`src/rtl/pmc_pkg.sv`:
```
package pmc_pkg;

    typedef enum logic [2:0] {
        MD_RUN     = 3'd0,
        MD_HIGH    = 3'd1,
        MD_LOWRUN  = 3'd2,
        MD_HALT1   = 3'd3,
        MD_HALT2   = 3'd4,
        MD_LOWHALT = 3'd5
    } pmode_e;

    localparam int ADDR_GUARD = 0;
    localparam int ADDR_CTRL  = 1;
    localparam int ADDR_OPT   = 2;
    localparam int ADDR_STAT  = 3;

    localparam logic [1:0] RUN_NORM   = 2'b00;
    localparam logic [1:0] RUN_LOW    = 2'b10;
    localparam logic [1:0] RUN_HIGH   = 2'b11;
    localparam logic [2:0] STOP_PLAIN = 3'b000;
    localparam logic [2:0] STOP_LOW   = 3'b010;
    localparam logic [1:0] OPT_ONE    = 2'b01;
    localparam logic [1:0] OPT_TWO    = 2'b10;

    typedef struct packed {
        logic allow_hs;
        logic allow_vlp;
    } guard_t;

    typedef struct packed {
        logic [2:0] stop_sel;
        logic [1:0] run_sel;
    } ctrl_t;

    typedef struct packed {
        logic   go;
        pmode_e target;
    } plan_t;

    function automatic logic [7:0] status_code(pmode_e m);
        case (m)
            MD_RUN:     return 8'h01;
            MD_LOWRUN:  return 8'h04;
            MD_HALT1:   return 8'h10;
            MD_HALT2:   return 8'h20;
            MD_LOWHALT: return 8'h40;
            MD_HIGH:    return 8'h80;
            default:    return 8'h01;
        endcase
    endfunction

    function automatic logic is_run_mode(pmode_e m);
        return (m == MD_RUN) || (m == MD_HIGH) || (m == MD_LOWRUN);
    endfunction

endpackage

```
`src/rtl/pmc_regfile.sv`:
```
module pmc_regfile
    import pmc_pkg::*;
#(
    parameter int DW = 8,
    parameter int AW = 2
) (
    input  logic          clk,
    input  logic          rst,
    input  logic          wr_en,
    input  logic [AW-1:0] wr_addr,
    input  logic [DW-1:0] wr_data,
    input  logic          lock,
    input  logic [AW-1:0] rd_addr,
    input  logic [7:0]    status,
    output guard_t        guard,
    output ctrl_t         ctrl,
    output logic [1:0]    stop_opt,
    output logic [DW-1:0] rd_data
);
    localparam int GW = $bits(guard_t);
    localparam int CW = $bits(ctrl_t);

    logic accept;
    logic unused_wr_bits;

    assign accept         = wr_en & ~lock;
    assign unused_wr_bits = ^wr_data[DW-1:CW];

    always_ff @(posedge clk) begin
        if (rst) begin
            guard    <= '0;
            ctrl     <= '0;
            stop_opt <= '0;
        end else if (accept) begin
            if (wr_addr == AW'(ADDR_GUARD)) guard    <= guard_t'(wr_data[GW-1:0]);
            if (wr_addr == AW'(ADDR_CTRL))  ctrl     <= ctrl_t'(wr_data[CW-1:0]);
            if (wr_addr == AW'(ADDR_OPT))   stop_opt <= wr_data[1:0];
        end
    end

    always_comb begin
        rd_data = '0;
        case (rd_addr)
            AW'(ADDR_GUARD): rd_data = DW'(guard);
            AW'(ADDR_CTRL):  rd_data = DW'(ctrl);
            AW'(ADDR_OPT):   rd_data = DW'(stop_opt);
            AW'(ADDR_STAT):  rd_data = DW'(status);
            default:         rd_data = '0;
        endcase
    end


    cfg_frozen_chk: assert property (@(posedge clk) disable iff (rst)
        ($past(lock) && !$past(rst)) |-> ($stable(guard) && $stable(ctrl) && $stable(stop_opt)));

endmodule

```
`src/rtl/pmc_planner.sv`:
```
module pmc_planner
    import pmc_pkg::*;
(
    input  pmode_e     mode,
    input  pmode_e     origin,
    input  logic       busy,
    input  guard_t     guard,
    input  ctrl_t      ctrl,
    input  logic [1:0] stop_opt,
    input  logic       sleep_req,
    input  logic       wake_irq,
    input  logic       ctrl_wr,
    input  logic [1:0] run_in,
    output plan_t      plan
);
    logic halted;
    logic low_stop_ok;

    assign halted      = (mode == MD_HALT1) || (mode == MD_HALT2);
    assign low_stop_ok = guard.allow_vlp &&
        ((mode == MD_RUN && ctrl.stop_sel == STOP_LOW) ||
         (mode == MD_LOWRUN && (ctrl.stop_sel == STOP_LOW || ctrl.stop_sel == STOP_PLAIN)));

    always_comb begin
        plan = '{go: 1'b0, target: MD_RUN};
        if (!busy) begin
            if (wake_irq && halted) begin
                plan = '{go: 1'b1, target: MD_RUN};
            end else if (wake_irq && mode == MD_LOWHALT) begin
                plan = '{go: 1'b1, target: origin};
            end else if (sleep_req && is_run_mode(mode)) begin
                if (mode == MD_RUN && ctrl.stop_sel == STOP_PLAIN && stop_opt == OPT_ONE)
                    plan = '{go: 1'b1, target: MD_HALT1};
                else if (mode == MD_RUN && ctrl.stop_sel == STOP_PLAIN && stop_opt == OPT_TWO)
                    plan = '{go: 1'b1, target: MD_HALT2};
                else if (low_stop_ok)
                    plan = '{go: 1'b1, target: MD_LOWHALT};
            end else if (ctrl_wr) begin
                case (mode)
                    MD_RUN: begin
                        if (run_in == RUN_HIGH && guard.allow_hs)
                            plan = '{go: 1'b1, target: MD_HIGH};
                        else if (run_in == RUN_LOW && guard.allow_vlp)
                            plan = '{go: 1'b1, target: MD_LOWRUN};
                    end
                    MD_HIGH, MD_LOWRUN: begin
                        if (run_in == RUN_NORM)
                            plan = '{go: 1'b1, target: MD_RUN};
                    end
                    default: ;
                endcase
            end
        end
    end

endmodule

```
`src/rtl/pmc_mode_fsm.sv`:
```
module pmc_mode_fsm
    import pmc_pkg::*;
(
    input  logic   clk,
    input  logic   rst,
    input  plan_t  plan,
    input  logic   seq_done,
    input  guard_t guard,
    output pmode_e mode_q,
    output pmode_e origin_q,
    output pmode_e tgt_q,
    output logic   busy_q
);
    always_ff @(posedge clk) begin
        if (rst) begin
            mode_q   <= MD_RUN;
            origin_q <= MD_RUN;
            tgt_q    <= MD_RUN;
            busy_q   <= 1'b0;
        end else if (busy_q) begin
            if (seq_done) begin
                mode_q <= tgt_q;
                busy_q <= 1'b0;
            end
        end else if (plan.go) begin
            busy_q <= 1'b1;
            tgt_q  <= plan.target;
            if (plan.target == MD_LOWHALT) origin_q <= mode_q;
        end
    end


    mode_needs_done_chk: assert property (@(posedge clk) disable iff (rst)
        (mode_q != $past(mode_q)) |-> ($past(rst) || $past(busy_q && seq_done)));


    req_held_chk: assert property (@(posedge clk) disable iff (rst)
        (busy_q && !seq_done) |=> (busy_q && $stable(tgt_q)));


    hs_guard_chk: assert property (@(posedge clk) disable iff (rst)
        (mode_q == MD_HIGH && $past(mode_q) != MD_HIGH) |-> $past(guard.allow_hs));


    vlp_guard_chk: assert property (@(posedge clk) disable iff (rst)
        ((mode_q == MD_LOWRUN || mode_q == MD_LOWHALT) && $past(mode_q) != mode_q)
            |-> $past(guard.allow_vlp));


    no_hs_lowrun_chk: assert property (@(posedge clk) disable iff (rst)
        ($past(mode_q) == MD_HIGH) |-> (mode_q != MD_LOWRUN && mode_q != MD_LOWHALT));


    no_lowrun_hs_chk: assert property (@(posedge clk) disable iff (rst)
        ($past(mode_q) == MD_LOWRUN) |-> (mode_q != MD_HIGH));


    lowhalt_return_chk: assert property (@(posedge clk) disable iff (rst)
        ($past(mode_q) == MD_LOWHALT && mode_q != MD_LOWHALT && !$past(rst))
            |-> (mode_q == $past(origin_q)));

endmodule

```
`src/rtl/pwr_mode_ctrl.sv`:
```
module pwr_mode_ctrl
    import pmc_pkg::*;
#(
    parameter int DW = 8,
    parameter int AW = 2
) (
    input  logic          clk,
    input  logic          rst,
    input  logic          wr_en,
    input  logic [AW-1:0] wr_addr,
    input  logic [DW-1:0] wr_data,
    input  logic [AW-1:0] rd_addr,
    output logic [DW-1:0] rd_data,
    input  logic          sleep_req,
    input  logic          wake_irq,
    output logic          seq_req,
    output logic [2:0]    seq_target,
    input  logic          seq_done,
    output logic [7:0]    status_o
);
    guard_t     guard;
    ctrl_t      ctrl;
    logic [1:0] stop_opt;
    plan_t      plan;
    pmode_e     mode_q, origin_q, tgt_q;
    logic       busy_q;
    logic       ctrl_wr;

    assign ctrl_wr    = wr_en && !busy_q && (wr_addr == AW'(ADDR_CTRL));
    assign status_o   = status_code(mode_q);
    assign seq_req    = busy_q;
    assign seq_target = tgt_q;

    pmc_regfile #(.DW(DW), .AW(AW)) regs_i (
        .clk(clk), .rst(rst), .wr_en(wr_en), .wr_addr(wr_addr), .wr_data(wr_data),
        .lock(busy_q), .rd_addr(rd_addr), .status(status_o),
        .guard(guard), .ctrl(ctrl), .stop_opt(stop_opt), .rd_data(rd_data)
    );

    pmc_planner plan_i (
        .mode(mode_q), .origin(origin_q), .busy(busy_q), .guard(guard), .ctrl(ctrl),
        .stop_opt(stop_opt), .sleep_req(sleep_req), .wake_irq(wake_irq),
        .ctrl_wr(ctrl_wr), .run_in(wr_data[1:0]), .plan(plan)
    );

    pmc_mode_fsm fsm_i (
        .clk(clk), .rst(rst), .plan(plan), .seq_done(seq_done), .guard(guard),
        .mode_q(mode_q), .origin_q(origin_q), .tgt_q(tgt_q), .busy_q(busy_q)
    );

endmodule

```
`config.mk`:
```
export PLATFORM = sky130hd
export DESIGN_NAME = pwr_mode_ctrl
export DESIGN_NICKNAME = d
export VERILOG_FILES = /design/src/rtl/pmc_pkg.sv /design/src/rtl/pmc_regfile.sv /design/src/rtl/pmc_planner.sv /design/src/rtl/pmc_mode_fsm.sv /design/src/rtl/pwr_mode_ctrl.sv
export SDC_FILE = /design/constraint.sdc
export NUM_CORES = 1
export LEC_CHECK = 0
export ABC_AREA = 1
export CAP_MARGIN = 40
export CORE_ASPECT_RATIO = 2
export CORE_MARGIN = 8
export CORE_UTILIZATION = 46
export DETAILED_ROUTE_END_ITERATION = 8
export HOLD_SLACK_MARGIN = 0.02
export PLACE_DENSITY = 0.88
export SKIP_LAST_GASP = 1
export SLEW_MARGIN = 10
export SYNTH_ARGS = -nofsm -noshare
export SYNTH_HDL_FRONTEND = slang
export SYNTH_HIERARCHICAL = 1
export SYNTH_SLANG_ARGS = --single-unit
```
`constraint.sdc`:
```
create_clock -name clk -period 3.1 [get_ports clk]
set_clock_uncertainty 0.15 [all_clocks]
set_input_delay 0.31 -clock clk [delete_from_list [all_inputs] [get_ports clk]]
set_output_delay 0.31 -clock clk [all_outputs]
set_load 0.05 [all_outputs]
```
Yosys cells after proc, flatten, opt, wreduce, memory -nomap -nowiden
Index checks and enable logic that the tools add are counted.
- bitwise logic cells: 2
- reduce and logical (&&, ||, !) cells: 31
- muxes and demuxes: 17
- equality and inequality tests: 16
- operator list (cell ; count):
    $mux W4 ; 11
    $pmux W8 S5 ; 1
    $pmux W8 S4 ; 1
    $logic_and A1 B1 Y1 ; 13
    $eq A2 B2 Y1 const B ; 6
    $reduce_and A2 Y1 ; 5
    $eq A3 B2 Y1 const B ; 3
    $eq A3 B3 Y1 const B ; 3
    $pmux W4 S2 ; 1
    $eq A2 B1 Y1 const B ; 3
    $logic_not A2 Y1 ; 3
    $logic_not A3 Y1 ; 2
    $logic_or A1 B1 Y1 ; 5
    $eq A3 B1 Y1 const B ; 1
    $mux W1 ; 3
    $reduce_and A3 Y1 ; 1
    $reduce_or A2 Y1 ; 1
    $and A1 B1 Y1 ; 1
    $logic_not A1 Y1 ; 1
    $not A1 Y1 ; 1
- flip-flop bits (word level): 19
- logic and storage cells: 75
- bits of input ports: 18
- output and inout port bits: 20

Longest topological paths before layout
Gate-level depths: netlist (run 1).
- word-level depth: 14
- depth in mapped cells: 14
- mapped depth without buffers: 14

Cells and area by module
Netlist (run 1), hierarchy kept.
- by module, submodules not included (module ; seq. area each (um^2) ; area an instance (um^2) ; cells each ; instances):
    pmc_regfile ; 180.2 ; 558.0 ; 95 ; 1
    pmc_mode_fsm ; 200.2 ; 380.4 ; 50 ; 1
    pmc_planner ; 0.0 ; 291.5 ; 61 ; 1
    pwr_mode_ctrl ; 0.0 ; 92.6 ; 19 ; 1

Worst setup path after synthesis (run 1)
OpenSTA, ideal clock, no wires.
- kind: reg2out
- start point: reg fsm_i.mode_q[2]
- end point: out rd_data[5]
- data arrival time: 2.090 ns
- path slack: 0.550 ns
- stages on the path, launching flop included: 5
- required time: 2.640 ns
- path buffers: 0
- cells stage by stage: dfxtp_1 nand2_1 nor2_1 inv_1 nor2_1
- cells in the longest elaborated chain, start to end: 3
- elaborated cells on any way between the ends: 7
- those cells by class: eq/ne (5); mux (2)
- RTL lines (item ; line ; text):
    start, declared ; pmc_mode_fsm.sv:9 ; output pmode_e mode_q,
    start signal, assigned ; pmc_mode_fsm.sv:22 ; mode_q <= tgt_q;
    $eq A3 B1 Y1, or another cell as far along ; pmc_pkg.sv:41 ; case (m)
    $pmux W8 S5 * ; pmc_pkg.sv:41 ;
    named net status_o[5] ; pwr_mode_ctrl.sv:19 ; output logic [7:0] status_o
    $pmux W8 S4 * ; pmc_regfile.sv:43 ; case (rd_addr)
    end, declared ; pwr_mode_ctrl.sv:13 ; output logic [DW-1:0] rd_data,
The timed path passes the listed nets; every way through them passes the cells marked *.

Worst setup path in the final report (run 1)
- start point: in rd_addr[0]
- end point: out rd_data[4]
- cells in the longest elaborated chain, start to end: 2
- elaborated cells on any way between the ends: 5
- those cells by class: eq/ne (3); mux (1); reduce/logical (1)
- RTL lines (item ; line ; text):
    start, declared ; pwr_mode_ctrl.sv:12 ; input logic [AW-1:0] rd_addr,
    $eq A2 B2 Y1, or another cell as far along ; pmc_regfile.sv:43 ;
    $pmux W8 S4 * ; pmc_regfile.sv:43 ;
Mark *: on every way between the ends. The rest lies on a longest branch, timed or not.

==> impl_metrics.toml, run 1 <==
[sta]
worst_pin_slew_ps = 517
grt_setup_unrepaired = "no"
post-route-period-util_pct = 82.2
tns_ps = 0
finalSetupViolCount = 0
maxClockFrequency_mhz = 392
min_period_ps = 2550
report.final.slew_viol_count = 0
max_slew_margin_pct = 65.4
final_hold_viol_count = 0

[route]
final_routed_wirelength_mm = 3.36
first_pass_iters = 4
drt.antenna.violating_nets = 0
drcViolationCount = 0
detailroute.via_count = 1476
via_per_inst = 5.09
post_drt_wl_per_cell_um = 11.6
drt_first_iter_violations = 31

[critical_path]
cp-end-kind = "output pin"
timing.critical_path.from_type = "input port"
timing_worst_setup_path_type = "in -> out"
worst-endpoint-required_ps = 2640
path_max_fanout = 5
worst-endpoint-arrival_ps = 2090

[cts]
clock_tree.buffer_depth = 2
post-cts-setup-buffers = 0
cts_resized = 0
worst_skew_pair_later_pin_latency_ps = 250
tritoncts = "built"
clock_tree_sinks = 19
cts_hold_buffers = 0
root_buffer = "sky130_fd_sc_hd__clkbuf_8"
h-tree-depth = 1
clk_pin_slew_worst_paths_ps = 60
cts_inserted_buffers = 3

[grt]
met2_capacity_usage_during_global_routing_pct = 27.6
global_route.usage.met1_pct = 12.1
top_usage_layer = "met2"
grt.total_usage_pct = 14.8
grt_antenna_before_repair = 0
grt_overflow = 0
via_count_of_the_first_global_routing_pass = 1494
use_met3_pct = 3.24
grt_start_max_net_pins = 12
grt_pass1_wl_mm = 5.78

[synth]
post_synth.cell_area_avg_sq_um = 5.88
mappedNetlistArea_sq_mm = 0.00132
netlist-cell-type-count = 23
synth.yosys.seq_area_share_pct = 28.8
synthCells = 225
synthesis.yosys.warnings = 6
synth_seq_cells = 19

[final_layout]
drive_gt1_share_pct = 13.0
final_util_pct = 62.5
final_area_sq_mm = 0.00171
diodes = 0
nets = 280
area_growth_pct = 29.3

[die]
die-area_sq_mm = 0.00495
io-pin-count = 38
vert_die_dim_um = 91.8
core_sq_mm = 0.00274
die_w_um = 53.9
initial_utilization_pct = 48.3
rows = 27

[placed_design]
port-buffer-count = 32
gpl.final_weighted_congestion = 0.895
hpwl_detailed_mm = 2.86
postPlaceCellArea_sq_mm = 0.00166

[outcome]
outcome = "finished clean"

[pwr]
irDropWorstVdd_mv = 0.318
static_leakage_power_nw = 0.756
power_per_cell_area_mw_per_mm2 = 383

[worst_hold_path]
min_path_type = "reg -> reg"

[run]
cap_violations = 0
cells in the mapped netlist:
cell type / instances / area share [%]
sky130_fd_sc_hd__nand2_4: 1 / 0.85
sky130_fd_sc_hd__inv_1: 26 / 7.4
sky130_fd_sc_hd__a21oi_2: 2 / 1.3
sky130_fd_sc_hd__nor2_1: 45 / 13
sky130_fd_sc_hd__nand4_1: 3 / 1.4
sky130_fd_sc_hd__buf_6: 1 / 0.85
sky130_fd_sc_hd__o21ai_0: 6 / 2.3
sky130_fd_sc_hd__conb_1: 1 / 0.28
sky130_fd_sc_hd__o211ai_1: 2 / 1.1
sky130_fd_sc_hd__nand3_2: 3 / 2.3
sky130_fd_sc_hd__nand2_1: 57 / 16
sky130_fd_sc_hd__clkinv_1: 3 / 0.85
sky130_fd_sc_hd__buf_4: 2 / 1.1
sky130_fd_sc_hd__a21oi_1: 9 / 3.4
sky130_fd_sc_hd__inv_2: 9 / 2.6
sky130_fd_sc_hd__nor2_4: 3 / 2.6
sky130_fd_sc_hd__dfxtp_1: 19 / 29
sky130_fd_sc_hd__nor3_1: 1 / 0.38
sky130_fd_sc_hd__nand2_2: 3 / 1.4
sky130_fd_sc_hd__clkinv_2: 1 / 0.38
sky130_fd_sc_hd__nand3_1: 20 / 7.6
sky130_fd_sc_hd__nand4_2: 1 / 0.95
sky130_fd_sc_hd__nor2_2: 7 / 3.3
placed cells by master, fill, tap and decap left out, drive strengths merged:
cell and n:
o21ai 6, clkinv 5, dfxtp 19, clkbuf 3
nor2 55, nor3 1, clkdlybuf4s50 32, nand2 61
inv 35, o211ai 2, nand4 4, nand3 23
a21oi 11, conb 4
flip-flops by register name, indices dropped and copies added (netlist names):
signal,flops
regs_i/stop_opt,2
regs_i/guard,2
fsm_i/mode_q,3
regs_i/ctrl,5
fsm_i/tgt_q,3
fsm_i/origin_q,3
fsm_i/busy_q,1
critical path: stages:
cell	delay, ps
sky130_fd_sc_hd__clkdlybuf4s50_1	510
sky130_fd_sc_hd__inv_2	50
sky130_fd_sc_hd__nor2_1	230
sky130_fd_sc_hd__nand2_1	90
sky130_fd_sc_hd__nand2_1	80
sky130_fd_sc_hd__clkdlybuf4s50_1	800
per-layer routing:
| metal | wire (um) | up-vias |
|---|---|---|
| li1 | - | 759 |
| met1 | 1100 | 659 |
| met2 | 1900 | 38 |
| met3 | 156 | 20 |
| met4 | 199 | 0 |
| met5 | 0 | - |
final timing paths:
path	startpoint	to	slack [ps]	cells after the start
hold reg to reg	fsm_i/origin_q[2]$_SDFFE_PP0P_	fsm_i/origin_q[2]$_SDFFE_PP0P_	330	2
setup reg to reg	fsm_i/busy_q$_SDFF_PP0_	fsm_i/origin_q[0]$_SDFFE_PP0P_	960	10
hold / removal	fsm_i/origin_q[2]$_SDFFE_PP0P_	fsm_i/origin_q[2]$_SDFFE_PP0P_	330	2
setup / recovery	rd_addr[0]	rd_data[4]	550	6
kinds of logic (layout without fill, tap and decap cells):
group                  Yosys count  count (layout)  synth area share, %
flip-flops                      19              19                 28.8
other                            1               4                0.284
buffers and inverters           42              75                 13.1
AO/OA/AOI/OAI                   19              19                 8.14
AND/OR/NAND/NOR                144             144                 49.7
power by group:
part	switching [mW]	total, mW	internal, mW
logic	0.138	0.211	0.0735
clock network	0.0775	0.167	0.0892
registers	0.0192	0.277	0.258
stage by stage:
stage	hold WS, ps	worst slack [ps]	power, mW	instances
2_1_floorplan	229	550	0.427	228
3_3_place_gp	313	527	0.490	286
3_5_place_dp	322	509	0.494	286
4_1_cts	338	542	0.662	290
5_1_grt	362	408	0.693	290
6_report	334	551	0.655	290
cell type report:
cell class | count | area (sq um)
clock inverters | 1 | 5.00
well taps | 29 | 36.3
flip-flops and latches | 19 | 380
repair buffers | 32 | 320
clock buffers | 3 | 41.3
multi-input cells | 167 | 779
inverters | 39 | 148
fillers | 261 | 1030
Power figures use the tool's default switching activity.
==> run 2, diff against run 1 <==
--- a/config.mk
+++ b/config.mk
@@ -9,10 +9,10 @@
 export CAP_MARGIN = 40
 export CORE_ASPECT_RATIO = 2
 export CORE_MARGIN = 8
-export CORE_UTILIZATION = 46
+export CORE_UTILIZATION = 43
 export DETAILED_ROUTE_END_ITERATION = 8
 export HOLD_SLACK_MARGIN = 0.02
-export PLACE_DENSITY = 0.88
+export PLACE_DENSITY = 0.86
 export SKIP_LAST_GASP = 1
 export SLEW_MARGIN = 10
 export SYNTH_ARGS = -nofsm -noshare
==> constraint.sdc (replaced) <==
create_clock -name clk -period 2.2 [get_ports clk]
set_clock_uncertainty 0.15 [all_clocks]
set_input_delay 0.22 -clock clk [delete_from_list [all_inputs] [get_ports clk]]
set_output_delay 0.22 -clock clk [all_outputs]
set_load 0.05 [all_outputs]
==> impl_metrics.toml, run 2 (synthesis gave the netlist of run 1 again) <==
[sta]
worst_pin_slew_ps = 500
grt_setup_unrepaired = "no"
maxClockFrequency_mhz = 498
setup_ws_ps = 192
report.final.slew_viol_count = 0
min_period_ps = 2010
finalSetupViolCount = 0
post-route-period-util_pct = 91.3
max_slew_margin_pct = 66.5
final_hold_viol_count = 0

[route]
final_routed_wirelength_mm = 3.36
drt_first_iter_violations = 38
drt.antenna.violating_nets = 0
via_per_inst = 4.87
detailroute.via_count = 1450
post_drt_wl_per_cell_um = 11.3
first_pass_iters = 4
drcViolationCount = 0

[cts]
clock_tree_sinks = 19
cts_inserted_buffers = 3
h-tree-depth = 1
clk_pin_slew_worst_paths_ps = 70
clock_tree.buffer_depth = 2
worst_skew_pair_later_pin_latency_ps = 250
root_buffer = "sky130_fd_sc_hd__clkbuf_8"
tritoncts = "built"

[final_layout]
drive_gt1_share_pct = 22.0
largest_register_ff_count = 5
layout.cells.most_common = "sky130_fd_sc_hd__nand2_1"
area_growth_pct = 39.4
registers.top_by_ff_count = "regs_i/ctrl"
mostFrequentLayoutCells = "sky130_fd_sc_hd__nand2_1, sky130_fd_sc_hd__nor2_1, sky130_fd_sc_hd__inv_1"
final_util_pct = 62.6
nets = 287
diodes = 0

[critical_path]
r2r_slack_ps = 190
path_max_fanout = 9
critical-path-top-delay-family = "simple AND/OR/NAND/NOR gates"
worst-endpoint-arrival_ps = 2010
timing.critical_path.from_type = "flip-flop"
number_of_buffer_and_inverter_instances_along_the_worst_setup_path = 1
cp-end-kind = "flip-flop"
timing_worst_setup_path_type = "reg -> reg"
master_of_the_slowest_instance_on_the_critical_path = "sky130_fd_sc_hd__dfxtp_1"
worstPathCellList = "inv_1 -> nand2_1 -> nand2_1 -> nand3_1 -> o211ai_1 -> a21oi_1 -> nand3_1 -> nor2_4 -> nand2_1 -> nand2_1 -> nor2_1"
cp_common_cell = "sky130_fd_sc_hd__nand2_1"
worst-endpoint-required_ps = 2200
delay_of_the_slowest_critical_path_stage_ps = 540

[pwr]
static_leakage_power_nw = 0.839
post-layout-total-power_mw = 0.959
power_per_cell_area_mw_per_mm2 = 521
irDropWorstVdd_mv = 0.431

[worst_hold_path]
min_path_type = "reg -> reg"

[grt]
grt_antenna_before_repair = 0
grt_start_max_net_pins = 12
grt.total_usage_pct = 12.8
grt_pass1_wl_mm = 5.64
via_count_of_the_first_global_routing_pass = 1354
grt_overflow = 0

[outcome]
outcome = "finished clean"

[die]
vert_die_dim_um = 94.4
io-pin-count = 38
rows = 28
initial_utilization_pct = 44.9
die-area_sq_mm = 0.00521
core_sq_mm = 0.00294
die_w_um = 55.2

[placed_design]
hpwl_detailed_mm = 2.76
gpl.final_weighted_congestion = 0.888
placement.setup.worst_slack_ps = -11.2
port-buffer-count = 32

[run]
cap_violations = 0
run 2: changes by cell type in the layout (fill, tap and decap cells not counted), sizes merged:
cell | previous run | this run
buf | 0 | 21
clkbuf | 3 | 4
clkdlybuf4s50 | 32 | 18
clkinv | 5 | 4
run 2: report_power, final:
group	switching, mW	total, mW	internal, mW
clock network	0.112	0.241	0.129
logic	0.206	0.333	0.127
registers	0.0219	0.385	0.364
total	0.340	0.959	0.619
run 2: per-layer routing:
layer / wire [um] / global-route usage, %
met2: 1880 / 25.2
met1: 1170 / 10.8
met5: 0 / 0
met3: 175 / 3.36
met4: 132 / 8.26
run 2: final timing paths:
check,cells past startpoint,endpoint,start
max,11,fsm_i/origin_q[1]$_SDFFE_PP0P_,fsm_i/mode_q[0]$_SDFFE_PP0P_
min,2,regs_i/ctrl[0]$_SDFFE_PP0P_,regs_i/ctrl[0]$_SDFFE_PP0P_
max reg2reg,11,fsm_i/origin_q[1]$_SDFFE_PP0P_,fsm_i/mode_q[0]$_SDFFE_PP0P_
min reg2reg,2,regs_i/ctrl[0]$_SDFFE_PP0P_,regs_i/ctrl[0]$_SDFFE_PP0P_
run 2: worst min-delay path: stages, from the launching register on:
cell and delay, ps:
sky130_fd_sc_hd__dfxtp_1 310, sky130_fd_sc_hd__nor2_1 90, sky130_fd_sc_hd__nor2_1 50
run 2: area by class of cell:
cell class / instances / area, sq um
Multi-Input combinational cell: 167 / 795
Clock buffer: 4 / 45.0
Fill cell: 287 / 1100
Tap cell: 30 / 37.5
Timing Repair Buffer: 39 / 438
Inverter: 39 / 148
Sequential cell: 19 / 380
run 2: what timing repair did:
action | 4_1_cts | 5_1_grt
resized for setup | 0 | 1
buffers inserted | 0 | 1
setup endpoints to repair | 0 | 2
hold buffers | 0 | 0
run 2: per-stage QoR:
stage	instances	instance area, sq um	hold WS, ps	TNS (ps)
6_report	298	1840	336	0
5_1_grt	298	1840	350	0
4_1_cts	297	1830	337	0
3_5_place_dp	293	1790	323	-14.3
3_3_place_gp	293	1790	314	0
2_1_floorplan	228	1340	139	-31.9
